===== config.mk =====
export PLATFORM = sky130hd
export DESIGN_NAME = smbus_host_regs
export DESIGN_NICKNAME = d
export VERILOG_FILES = /design/src/rtl/smbus_host_pkg.sv /design/src/rtl/smbus_blk_buf.sv /design/src/rtl/smbus_stat_ctl.sv /design/src/rtl/smbus_host_regs.sv
export SDC_FILE = /design/constraint.sdc
export NUM_CORES = 1
export LEC_CHECK = 0
export CAP_MARGIN = 20
export CORE_ASPECT_RATIO = 1.5
export CORE_MARGIN = 2
export CORE_UTILIZATION = 50
export CTS_CLUSTER_DIAMETER = 150
export CTS_CLUSTER_SIZE = 24
export DETAILED_ROUTE_END_ITERATION = 7
export MAX_ROUTING_LAYER = met4
export PLACE_DENSITY = 0.7
export SLEW_MARGIN = 20
export SYNTH_ARGS = -nofsm -noshare
export SYNTH_HDL_FRONTEND = slang
export SYNTH_HIERARCHICAL = 1
export SYNTH_SLANG_ARGS = --single-unit

===== constraint.sdc =====
create_clock -name clk -period 4.7 [get_ports clk]
set_input_delay 1.175 -clock clk [delete_from_list [all_inputs] [get_ports clk]]
set_output_delay 1.175 -clock clk [all_outputs]
set_load 0.01 [all_outputs]

===== src/rtl/smbus_host_pkg.sv =====
package smbus_host_pkg;

  localparam int OFF_CTRL = 'h00;
  localparam int OFF_STAT = 'h01;
  localparam int OFF_DIVL = 'h02;
  localparam int OFF_DIVH = 'h03;
  localparam int OFF_ADR  = 'h04;
  localparam int OFF_CMD  = 'h05;
  localparam int OFF_D0   = 'h06;
  localparam int OFF_D1   = 'h07;

  localparam int LAUNCH_BIT = 4;

  typedef enum logic [2:0] {
    PR_QUICK = 3'd0,
    PR_BYTE  = 3'd1,
    PR_BDATA = 3'd2,
    PR_WORD  = 3'd3,
    PR_BLOCK = 3'd5
  } proto_e;

  function automatic logic proto_ok(input logic [2:0] code);
    case (code)
      PR_QUICK, PR_BYTE, PR_BDATA, PR_WORD, PR_BLOCK: proto_ok = 1'b1;
      default:                                        proto_ok = 1'b0;
    endcase
  endfunction

endpackage


===== src/rtl/smbus_blk_buf.sv =====
module smbus_blk_buf #(
  parameter int DEPTH = 32,
  parameter int W     = 8,
  localparam int AW   = $clog2(DEPTH)
) (
  input  logic          clk,
  input  logic          we,
  input  logic [AW-1:0] waddr,
  input  logic [W-1:0]  wdata,
  input  logic [AW-1:0] raddr_a,
  output logic [W-1:0]  rdata_a,
  input  logic [AW-1:0] raddr_b,
  output logic [W-1:0]  rdata_b
);

  logic [W-1:0] mem [DEPTH];

  // single write port, two registered read ports: maps onto block RAM
  always_ff @(posedge clk) begin
    if (we) mem[waddr] <= wdata;
    rdata_a <= mem[raddr_a];
    rdata_b <= mem[raddr_b];
  end

endmodule


===== src/rtl/smbus_stat_ctl.sv =====
module smbus_stat_ctl
  import smbus_host_pkg::*;
(
  input  logic       clk,
  input  logic       rst,
  input  logic       ctrl_wr,
  input  logic [7:0] ctrl_wdata,
  input  logic       stat_wr,
  input  logic [3:0] stat_clr,
  input  logic       seq_done,
  input  logic       seq_coll,
  input  logic       seq_nack,
  output logic [7:0] ctrl_q,
  output logic [3:0] status,
  output logic       busy,
  output logic       seq_start
);

  logic coll_q, nack_q, cmpl_q;
  logic pending, launch, sup, fin;
  logic [3:0] clr;

  assign status  = {busy, coll_q, nack_q, cmpl_q};
  assign pending = |status;
  assign sup     = proto_ok(ctrl_wdata[2:0]);
  assign launch  = ctrl_wr && !busy && ctrl_wdata[LAUNCH_BIT] && !pending;
  assign fin     = busy && seq_done;
  assign clr     = stat_wr ? stat_clr : 4'b0000;

  always_ff @(posedge clk) begin
    if (rst) begin
      ctrl_q    <= '0;
      busy      <= 1'b0;
      coll_q    <= 1'b0;
      nack_q    <= 1'b0;
      cmpl_q    <= 1'b0;
      seq_start <= 1'b0;
    end else begin
      seq_start <= launch && sup;
      if (ctrl_wr && !busy)
        ctrl_q <= ctrl_wdata & ~(8'd1 << LAUNCH_BIT);
      busy   <= (busy & ~clr[3] & ~fin) | (launch & sup);
      coll_q <= (coll_q & ~clr[2]) | (fin & seq_coll);
      nack_q <= (nack_q & ~clr[1]) | (fin & !seq_coll & seq_nack) | (launch & !sup);
      cmpl_q <= (cmpl_q & ~clr[0]) | (fin & !seq_coll & !seq_nack);
    end
  end

  p_start_pulse_r3: assert property (@(posedge clk) disable iff (rst)
    seq_start |=> !seq_start);
  p_start_busy_r3: assert property (@(posedge clk) disable iff (rst)
    seq_start |-> busy);
  p_type_ok_r4: assert property (@(posedge clk) disable iff (rst)
    seq_start |-> proto_ok(ctrl_q[2:0]));
  p_start_guard_r5: assert property (@(posedge clk) disable iff (rst)
    seq_start |-> $past(status) == 4'b0000);
  p_idle_clean_r6: assert property (@(posedge clk) disable iff (rst)
    busy |-> !(coll_q || nack_q || cmpl_q));
  p_done_one_r6: assert property (@(posedge clk) disable iff (rst)
    (busy && seq_done) |=> (!busy && $countones({coll_q, nack_q, cmpl_q}) == 1));

endmodule


===== src/rtl/smbus_host_regs.sv =====
module smbus_host_regs
  import smbus_host_pkg::*;
#(
  parameter int ADDR_W    = 6,
  parameter int BUF_BASE  = 'h20,
  parameter int BUF_DEPTH = 32
) (
  input  logic                         clk,
  input  logic                         rst,
  input  logic [ADDR_W-1:0]            reg_addr,
  input  logic                         reg_wr,
  input  logic [7:0]                   reg_wdata,
  output logic [7:0]                   reg_rdata,
  output logic                         seq_start,
  output logic [2:0]                   seq_proto,
  output logic [7:0]                   seq_target,
  output logic [7:0]                   seq_cmd,
  output logic [7:0]                   seq_data0,
  output logic [7:0]                   seq_data1,
  output logic [15:0]                  seq_clkdiv,
  input  logic                         seq_done,
  input  logic                         seq_coll,
  input  logic                         seq_nack,
  input  logic [1:0]                   seq_dat_we,
  input  logic [15:0]                  seq_dat_wdata,
  input  logic                         seq_buf_we,
  input  logic [$clog2(BUF_DEPTH)-1:0] seq_buf_idx,
  input  logic [7:0]                   seq_buf_wdata,
  output logic [7:0]                   seq_buf_rdata
);

  localparam int IDX_W = $clog2(BUF_DEPTH);

  logic [7:0]       ctrl_q, adr_q, cmd_q, d0_q, d1_q;
  logic [15:0]      div_q;
  logic [3:0]       status;
  logic             busy;
  logic             in_buf, host_wr;
  logic [IDX_W-1:0] host_idx, buf_waddr;
  logic [7:0]       buf_wdata, buf_host_q, rd_next, rd_q;
  logic             buf_we, buf_sel_q;

  assign host_wr  = reg_wr && !busy;
  assign in_buf   = (int'(reg_addr) >= BUF_BASE) && (int'(reg_addr) < BUF_BASE + BUF_DEPTH);
  assign host_idx = IDX_W'(reg_addr - ADDR_W'(BUF_BASE));

  smbus_stat_ctl u_stat (
    .clk        (clk),
    .rst        (rst),
    .ctrl_wr    (reg_wr && int'(reg_addr) == OFF_CTRL),
    .ctrl_wdata (reg_wdata),
    .stat_wr    (reg_wr && int'(reg_addr) == OFF_STAT),
    .stat_clr   (reg_wdata[3:0]),
    .seq_done   (seq_done),
    .seq_coll   (seq_coll),
    .seq_nack   (seq_nack),
    .ctrl_q     (ctrl_q),
    .status     (status),
    .busy       (busy),
    .seq_start  (seq_start)
  );

  // operand registers: host owns them when idle, sequencer loads data when busy
  always_ff @(posedge clk) begin
    if (rst) begin
      div_q <= '0;
      adr_q <= '0;
      cmd_q <= '0;
      d0_q  <= '0;
      d1_q  <= '0;
    end else begin
      if (host_wr) begin
        case (int'(reg_addr))
          OFF_DIVL: div_q[7:0]  <= reg_wdata;
          OFF_DIVH: div_q[15:8] <= reg_wdata;
          OFF_ADR:  adr_q       <= reg_wdata;
          OFF_CMD:  cmd_q       <= reg_wdata;
          OFF_D0:   d0_q        <= reg_wdata;
          OFF_D1:   d1_q        <= reg_wdata;
          default: ;
        endcase
      end
      if (busy) begin
        if (seq_dat_we[0]) d0_q <= seq_dat_wdata[7:0];
        if (seq_dat_we[1]) d1_q <= seq_dat_wdata[15:8];
      end
    end
  end

  // busy selects who may write the buffer, so the two writers never meet
  assign buf_we    = busy ? seq_buf_we : (host_wr && in_buf);
  assign buf_waddr = busy ? seq_buf_idx : host_idx;
  assign buf_wdata = busy ? seq_buf_wdata : reg_wdata;

  smbus_blk_buf #(.DEPTH(BUF_DEPTH), .W(8)) u_buf (
    .clk     (clk),
    .we      (buf_we),
    .waddr   (buf_waddr),
    .wdata   (buf_wdata),
    .raddr_a (host_idx),
    .rdata_a (buf_host_q),
    .raddr_b (seq_buf_idx),
    .rdata_b (seq_buf_rdata)
  );

  always_comb begin
    case (int'(reg_addr))
      OFF_CTRL: rd_next = ctrl_q;
      OFF_STAT: rd_next = {4'b0000, status};
      OFF_DIVL: rd_next = div_q[7:0];
      OFF_DIVH: rd_next = div_q[15:8];
      OFF_ADR:  rd_next = adr_q;
      OFF_CMD:  rd_next = cmd_q;
      OFF_D0:   rd_next = d0_q;
      OFF_D1:   rd_next = d1_q;
      default:  rd_next = 8'h00;
    endcase
  end

  always_ff @(posedge clk) begin
    if (rst) begin
      rd_q      <= '0;
      buf_sel_q <= 1'b0;
    end else begin
      rd_q      <= rd_next;
      buf_sel_q <= in_buf;
    end
  end

  assign reg_rdata  = buf_sel_q ? buf_host_q : rd_q;
  assign seq_proto  = ctrl_q[2:0];
  assign seq_target = adr_q;
  assign seq_cmd    = cmd_q;
  assign seq_data0  = d0_q;
  assign seq_data1  = d1_q;
  assign seq_clkdiv = div_q;

  p_regs_frozen_r8: assert property (@(posedge clk) disable iff (rst)
    busy |=> ($stable(adr_q) && $stable(cmd_q) && $stable(div_q) && $stable(ctrl_q)));
  p_ctrl_launch_r2: assert property (@(posedge clk) disable iff (rst)
    ctrl_q[LAUNCH_BIT] == 1'b0);

endmodule


Word level (Yosys, flattened, before mapping)
Memories as Yosys holds them, arrays and structs flattened. A register that Yosys moved wholly into a read port is not among the register bits.
Cells that the tools add are included.

operators by class
  $add $sub $neg = 1
  order comparisons = 1
  equal/unequal tests = 12
  muxes and demuxes = 17
  bitwise gates (word level) = 21
  reduce and logical (&&, ||, !) cells = 23

operators with widths
  kind                                                 number
  two-way mux 8 bit                                    10
  case mux 8 bit (8 select lines)                      1
  equality test 6 x 3 -> 1 bit, second input constant  4
  equality test 6 x 2 -> 1 bit, second input constant  3
  zero test 6 bit                                      2
  bitwise AND 1 bit                                    11
  logical AND 1 bit                                    9
  AND reduction 2 bit                                  4
  equality test 3 x 2 -> 1 bit, second input constant  2
  equality test 6 x 1 -> 1 bit, second input constant  1
  >= comparator 6 bit, second input constant           1
  zero test 1 bit                                      5
  two-way mux 5 bit                                    1
  inverter 1 bit                                       5
  OR 1 bit                                             5
  OR reduction 5 bit                                   1
  subtractor 5 x 1 -> 5 bit, second input constant     1
  two-way mux 1 bit                                    4
  two-way mux 4 bit                                    1
  OR reduction 4 bit                                   1
  equality test 3 x 1 -> 1 bit, second input constant  1
  equality test 3 bit, second input constant           1
  zero test 3 bit                                      1

storage, ports and cells
  bits in registers = 69
  memory bits (writable) = 256
  bits of input ports = 52
  word-level logic and storage cells = 90
  memories kept = 1

memory list
  name       depth  width  rd ports  clocked after Yosys merged registers in  write ports  line                 text
  u_buf.mem  32     8      2         2                                        1            smbus_blk_buf.sv:16  logic [W-1:0] mem [DEPTH];

Depth between registers and ports, before layout
  depth in word-level cells = 7
  depth in mapped cells = 8
  gate-level depth less buffers = 6

Modules after synthesis
The synthesis kept the hierarchy.

by module, submodules not included
  module           times used  cells an instance  area each (sq um)  seq. area each (sq um)
  smbus_blk_buf    1           532                12208.0            8007.7
  smbus_host_regs  1           330                2971.6             1141.1
  smbus_stat_ctl   1           62                 524.3              240.2

Worst setup path before layout
Ideal clock, no wire load.

  path kind = input -> register
  start point = input port reg_addr[2]
  end point = memory u_buf.mem[18][0], enable pin
  data arrival time = 2.746 ns
  path slack = 1.583 ns
  stages = 5
  buffers on the path = 2
  path through = buf_2 buf_2 mux2_2 or3b_2 nor2_1

between the ends
  elaborated cells between the ends (all ways) = 7
  classes of those cells = add/sub: 1; order compare: 1; mux: 4; reduce/logical: 1

RTL lines
  element                    line                   text
  start, declared            smbus_host_regs.sv:10  input logic [ADDR_W-1:0] reg_addr,
  subtractor 5 x 1 -> 5 bit  smbus_host_regs.sv:45  assign host_idx = IDX_W'(reg_addr - ADDR_W'(BUF_BASE));
  two-way mux 5 bit          smbus_host_regs.sv:92  assign buf_waddr = busy ? seq_buf_idx : host_idx;
  named net buf_waddr[2]     smbus_host_regs.sv:39  logic [IDX_W-1:0] host_idx, buf_waddr;
  end, declared              smbus_blk_buf.sv:16

The timed path passes the listed nets, and every way through them passes these cells.

Worst setup path after layout
  start point = input port reg_wr
  end point = memory u_buf.mem[14][4], enable pin

between the ends
  cells in the longest elaborated chain, start to end = 5

RTL lines
  element                                  line                   text
  start, declared                          smbus_host_regs.sv:11  input logic reg_wr,
  logical AND 1 bit                        smbus_host_regs.sv:43  assign host_wr = reg_wr && !busy;
  logical AND 1 bit                        smbus_host_regs.sv:91  assign buf_we = busy ? seq_buf_we : (host_wr && in_buf);
  two-way mux 1 bit                        smbus_host_regs.sv:91
  named net buf_we                         smbus_host_regs.sv:41  logic buf_we, buf_sel_q;
  two-way mux 1 bit                        smbus_blk_buf.sv:20    if (we) mem[waddr] <= wdata;
  two-way mux 1 bit (not written as such)  smbus_blk_buf.sv:20

The timed path passes the listed nets, and every way through them passes these cells.

==> metrics <==
vias=9630; root buffer cell=clkbuf_16; synthesis warning total=6; clock slew at reported path FFs=110 ps; Worst-Margin Slew=880 ps; vias per std cell=6.56; final period utilization=77.6%; fin util=58.3%; # IOs=120; number of flops mapped to enable cells by yosys=256; max_slew headroom=40.7%; setup slack after layout=1050 ps; DRC Markers=0; Synth Flop Type=edfxtp_1; area of the multi-input gates=5950 um2; Mapped Avg Cell Area=17.0 um2; register bit count reported by yosys=341; Tmin final=3650 ps; setup bufs post-CTS=0; largest net degree at the start of global routing=43; Die Wd=149 um; CTS tree=yes; Global Route Usage Sum=28.3%; Reg power frac=59.3%; pwr dens=307 nW/um2; TritonCTS Buffers=18; Place WS=699 ps; Netlist Area Pre-Place=15700 um2; RePlAce Congestion=0.993; RSZ-0062 raised after global routing=false; Finish-stage setup viols=0; post-DP HPWL=32.1 mm; reg2reg path depth=4; Die Y=221 um; status=finished, final reports clean; Worst Skew=29.2 ps; Post-CTS Resized=0; Synth cell types=50; Initial Util=50.8%; Clock Path Buffers=3; Net Sw Power=1250 uW; clock sink count=341; Peak VDD IR=0.277 mV; core area=30900 um2; Final TNS setup=0 ps; remaining global-route overflow=0; CP Launch Type=input pin; total wire length=45.0 mm; Internal=4290 uW; IO Port Bufs=119; share of cells above drive strength 1=29.0%; die area=32900 um2; Final Hold Viols=0; initial antenna violation count=1; crit-path max FO=8; Slew Viols, Final=0; CP required=4950 ps; Syn-to-layout area delta=14.9%; final net count=1103; logic gate share of total power=9.6%; syn_nets=976; CP endpoint kind=flip-flop; Hold Path Stages=2; Clock power frac=31.1%; WS Path Type=in -> reg; Filler cells=2331; register area share after synthesis=59.8%; Area after DPL=17500 um2; FMAX=0.274 GHz; htree depth=1; cts-stage hold buffer count=0; max cap viols=0; worst endpoint data arrival time=3900 ps; Clk Latency, worst-skew pair=530 ps; Final Power=5540 uW; post-DR wirelength/cell=30.6 um; vias in the first global route=9932; Row Count=79; drt pass-1 iters=5; Post-Syn Instances=924; design area=18000 um2; Register Area=9390 um2; Leak=0.00580 uW; DR iter-0 viols=877; fraction of registers with async set/reset=0%; HP Class=reg -> reg; ANT nets after route=0; switching part of the total=22.5%; first-pass GRT wire length=65.3 mm
synthesized netlist by cell type, types with 4 or more instances:
| cell type | number | area share [%] |
|---|---|---|
| nand3b_1 | 5 | 0.24 |
| edfxtp_1 | 256 | 49 |
| nor3_1 | 5 | 0.16 |
| buf_2 | 16 | 0.51 |
| mux2i_1 | 28 | 1.8 |
| a221oi_1 | 6 | 0.33 |
| nand3_1 | 26 | 0.83 |
| mux2_2 | 43 | 3.1 |
| buf_1 | 17 | 0.41 |
| mux4_2 | 160 | 23 |
| dfxtp_1 | 85 | 11 |
| buf_4 | 18 | 0.86 |
| a22oi_1 | 9 | 0.43 |
| a311oi_1 | 16 | 0.89 |
| a21oi_1 | 21 | 0.67 |
| nor2_1 | 80 | 1.9 |
| a31oi_1 | 7 | 0.28 |
| nand2_1 | 54 | 1.3 |
| a32o_1 | 4 | 0.25 |
| clkbuf_1 | 18 | 0.43 |
power groups by stage:
stage	clock network, uW	registers, uW	logic [uW]
2_1_floorplan	0	3340	322
3_3_place_gp	0	3350	526
3_5_place_dp	0	3350	532
4_1_cts	1750	3280	534
5_1_grt	1850	3290	557
6_report	1720	3280	531
cell families after synthesis:
family	Yosys count	synth area share [%]
simple gates	210	6.81
flops	341	59.8
buf+inv	73	2.45
mux	231	27.8
compound gates	68	3.12
other cells	1	0.0239
worst max-delay path, stage by stage:
cell and delay [ps]:
clkdlybuf4s50_1 620, nand2_1 80, o21ai_0 690, nand3b_1 540, nor2_1 550, buf_4 240
sequential cells by signal (all words and copies together), names as in the netlist:
register          flops
seq_data0             8
u_stat/ctrl_q         7
u_buf/rdata_b         8
u_stat/nack_q         1
u_stat/coll_q         1
u_stat/seq_start      1
seq_cmd               8
u_buf/rdata_a         8
seq_target            8
rd_q                  8
seq_clkdiv           16
seq_data1             8
u_stat/busy           1
u_buf/mem           256
u_stat/cmpl_q         1
buf_sel_q             1
metal layers:
layer,vias to the layer above,wire [um],share of wire [%],track usage [%]
li1,4020,-,-,-
met1,4938,15400,34,31.6
met2,546,23900,53,49.4
met3,126,2880,6.4,3.18
met4,0,2800,6.2,14.9
met5,-,0,0,-
final cells by class:
| type | count | area share, % |
|---|---|---|
| flip-flops and latches | 341 | 52.0 |
| multi-input cells | 510 | 33.0 |
| repair buffers | 179 | 9.11 |
| clock buffers | 31 | 2.89 |
| well taps | 405 | 2.81 |
| clock inverters | 1 | 0.111 |
| inverters | 1 | 0.0208 |
| diodes | 1 | 0.0139 |
final timing paths:
check                                      start          endpoint  slack [ps]
worst max register to register       u_stat/busy  u_buf/mem[14][4]        1630
worst min register to register  u_stat/ctrl_q[5]  u_stat/ctrl_q[5]         470
worst max-delay path                      reg_wr  u_buf/mem[14][4]        1050
worst min-delay path            u_stat/ctrl_q[5]  u_stat/ctrl_q[5]         470
per-stage QoR:
step	instances	hold WS, ps
finish	1469	466
global route	1469	489
CTS	1468	465
detailed placement	1436	448
global placement	1436	445
floorplan	924	432
cells in the final DEF (no fill, tap or decap), types with 2 or more instances in the layout:
cell             instances
a21oi_1                 21
a221oi_1                 6
a22oi_1                  9
a311oi_1                16
a31oi_1                  7
a32o_1                   4
a32oi_1                  2
and2_1                   2
and4bb_2                 2
buf_12                   2
buf_2                    3
buf_4                   61
clkbuf_1                12
clkbuf_16               19
clkdlybuf4s50_1        113
dfxtp_1                 85
edfxtp_1               256
mux2_2                  43
mux2i_1                 28
mux4_2                 160
nand2_1                 54
nand2_2                  2
nand2b_1                 3
nand3_1                 26
nand3b_1                 5
nand4_1                  3
nor2_1                  80
nor2b_1                  3
nor3_1                   5
nor3_4                   2
nor3b_1                  3
nor4b_1                  2
nor4b_4                  2
or3b_2                   3
(Power assumes the default switching activity.)
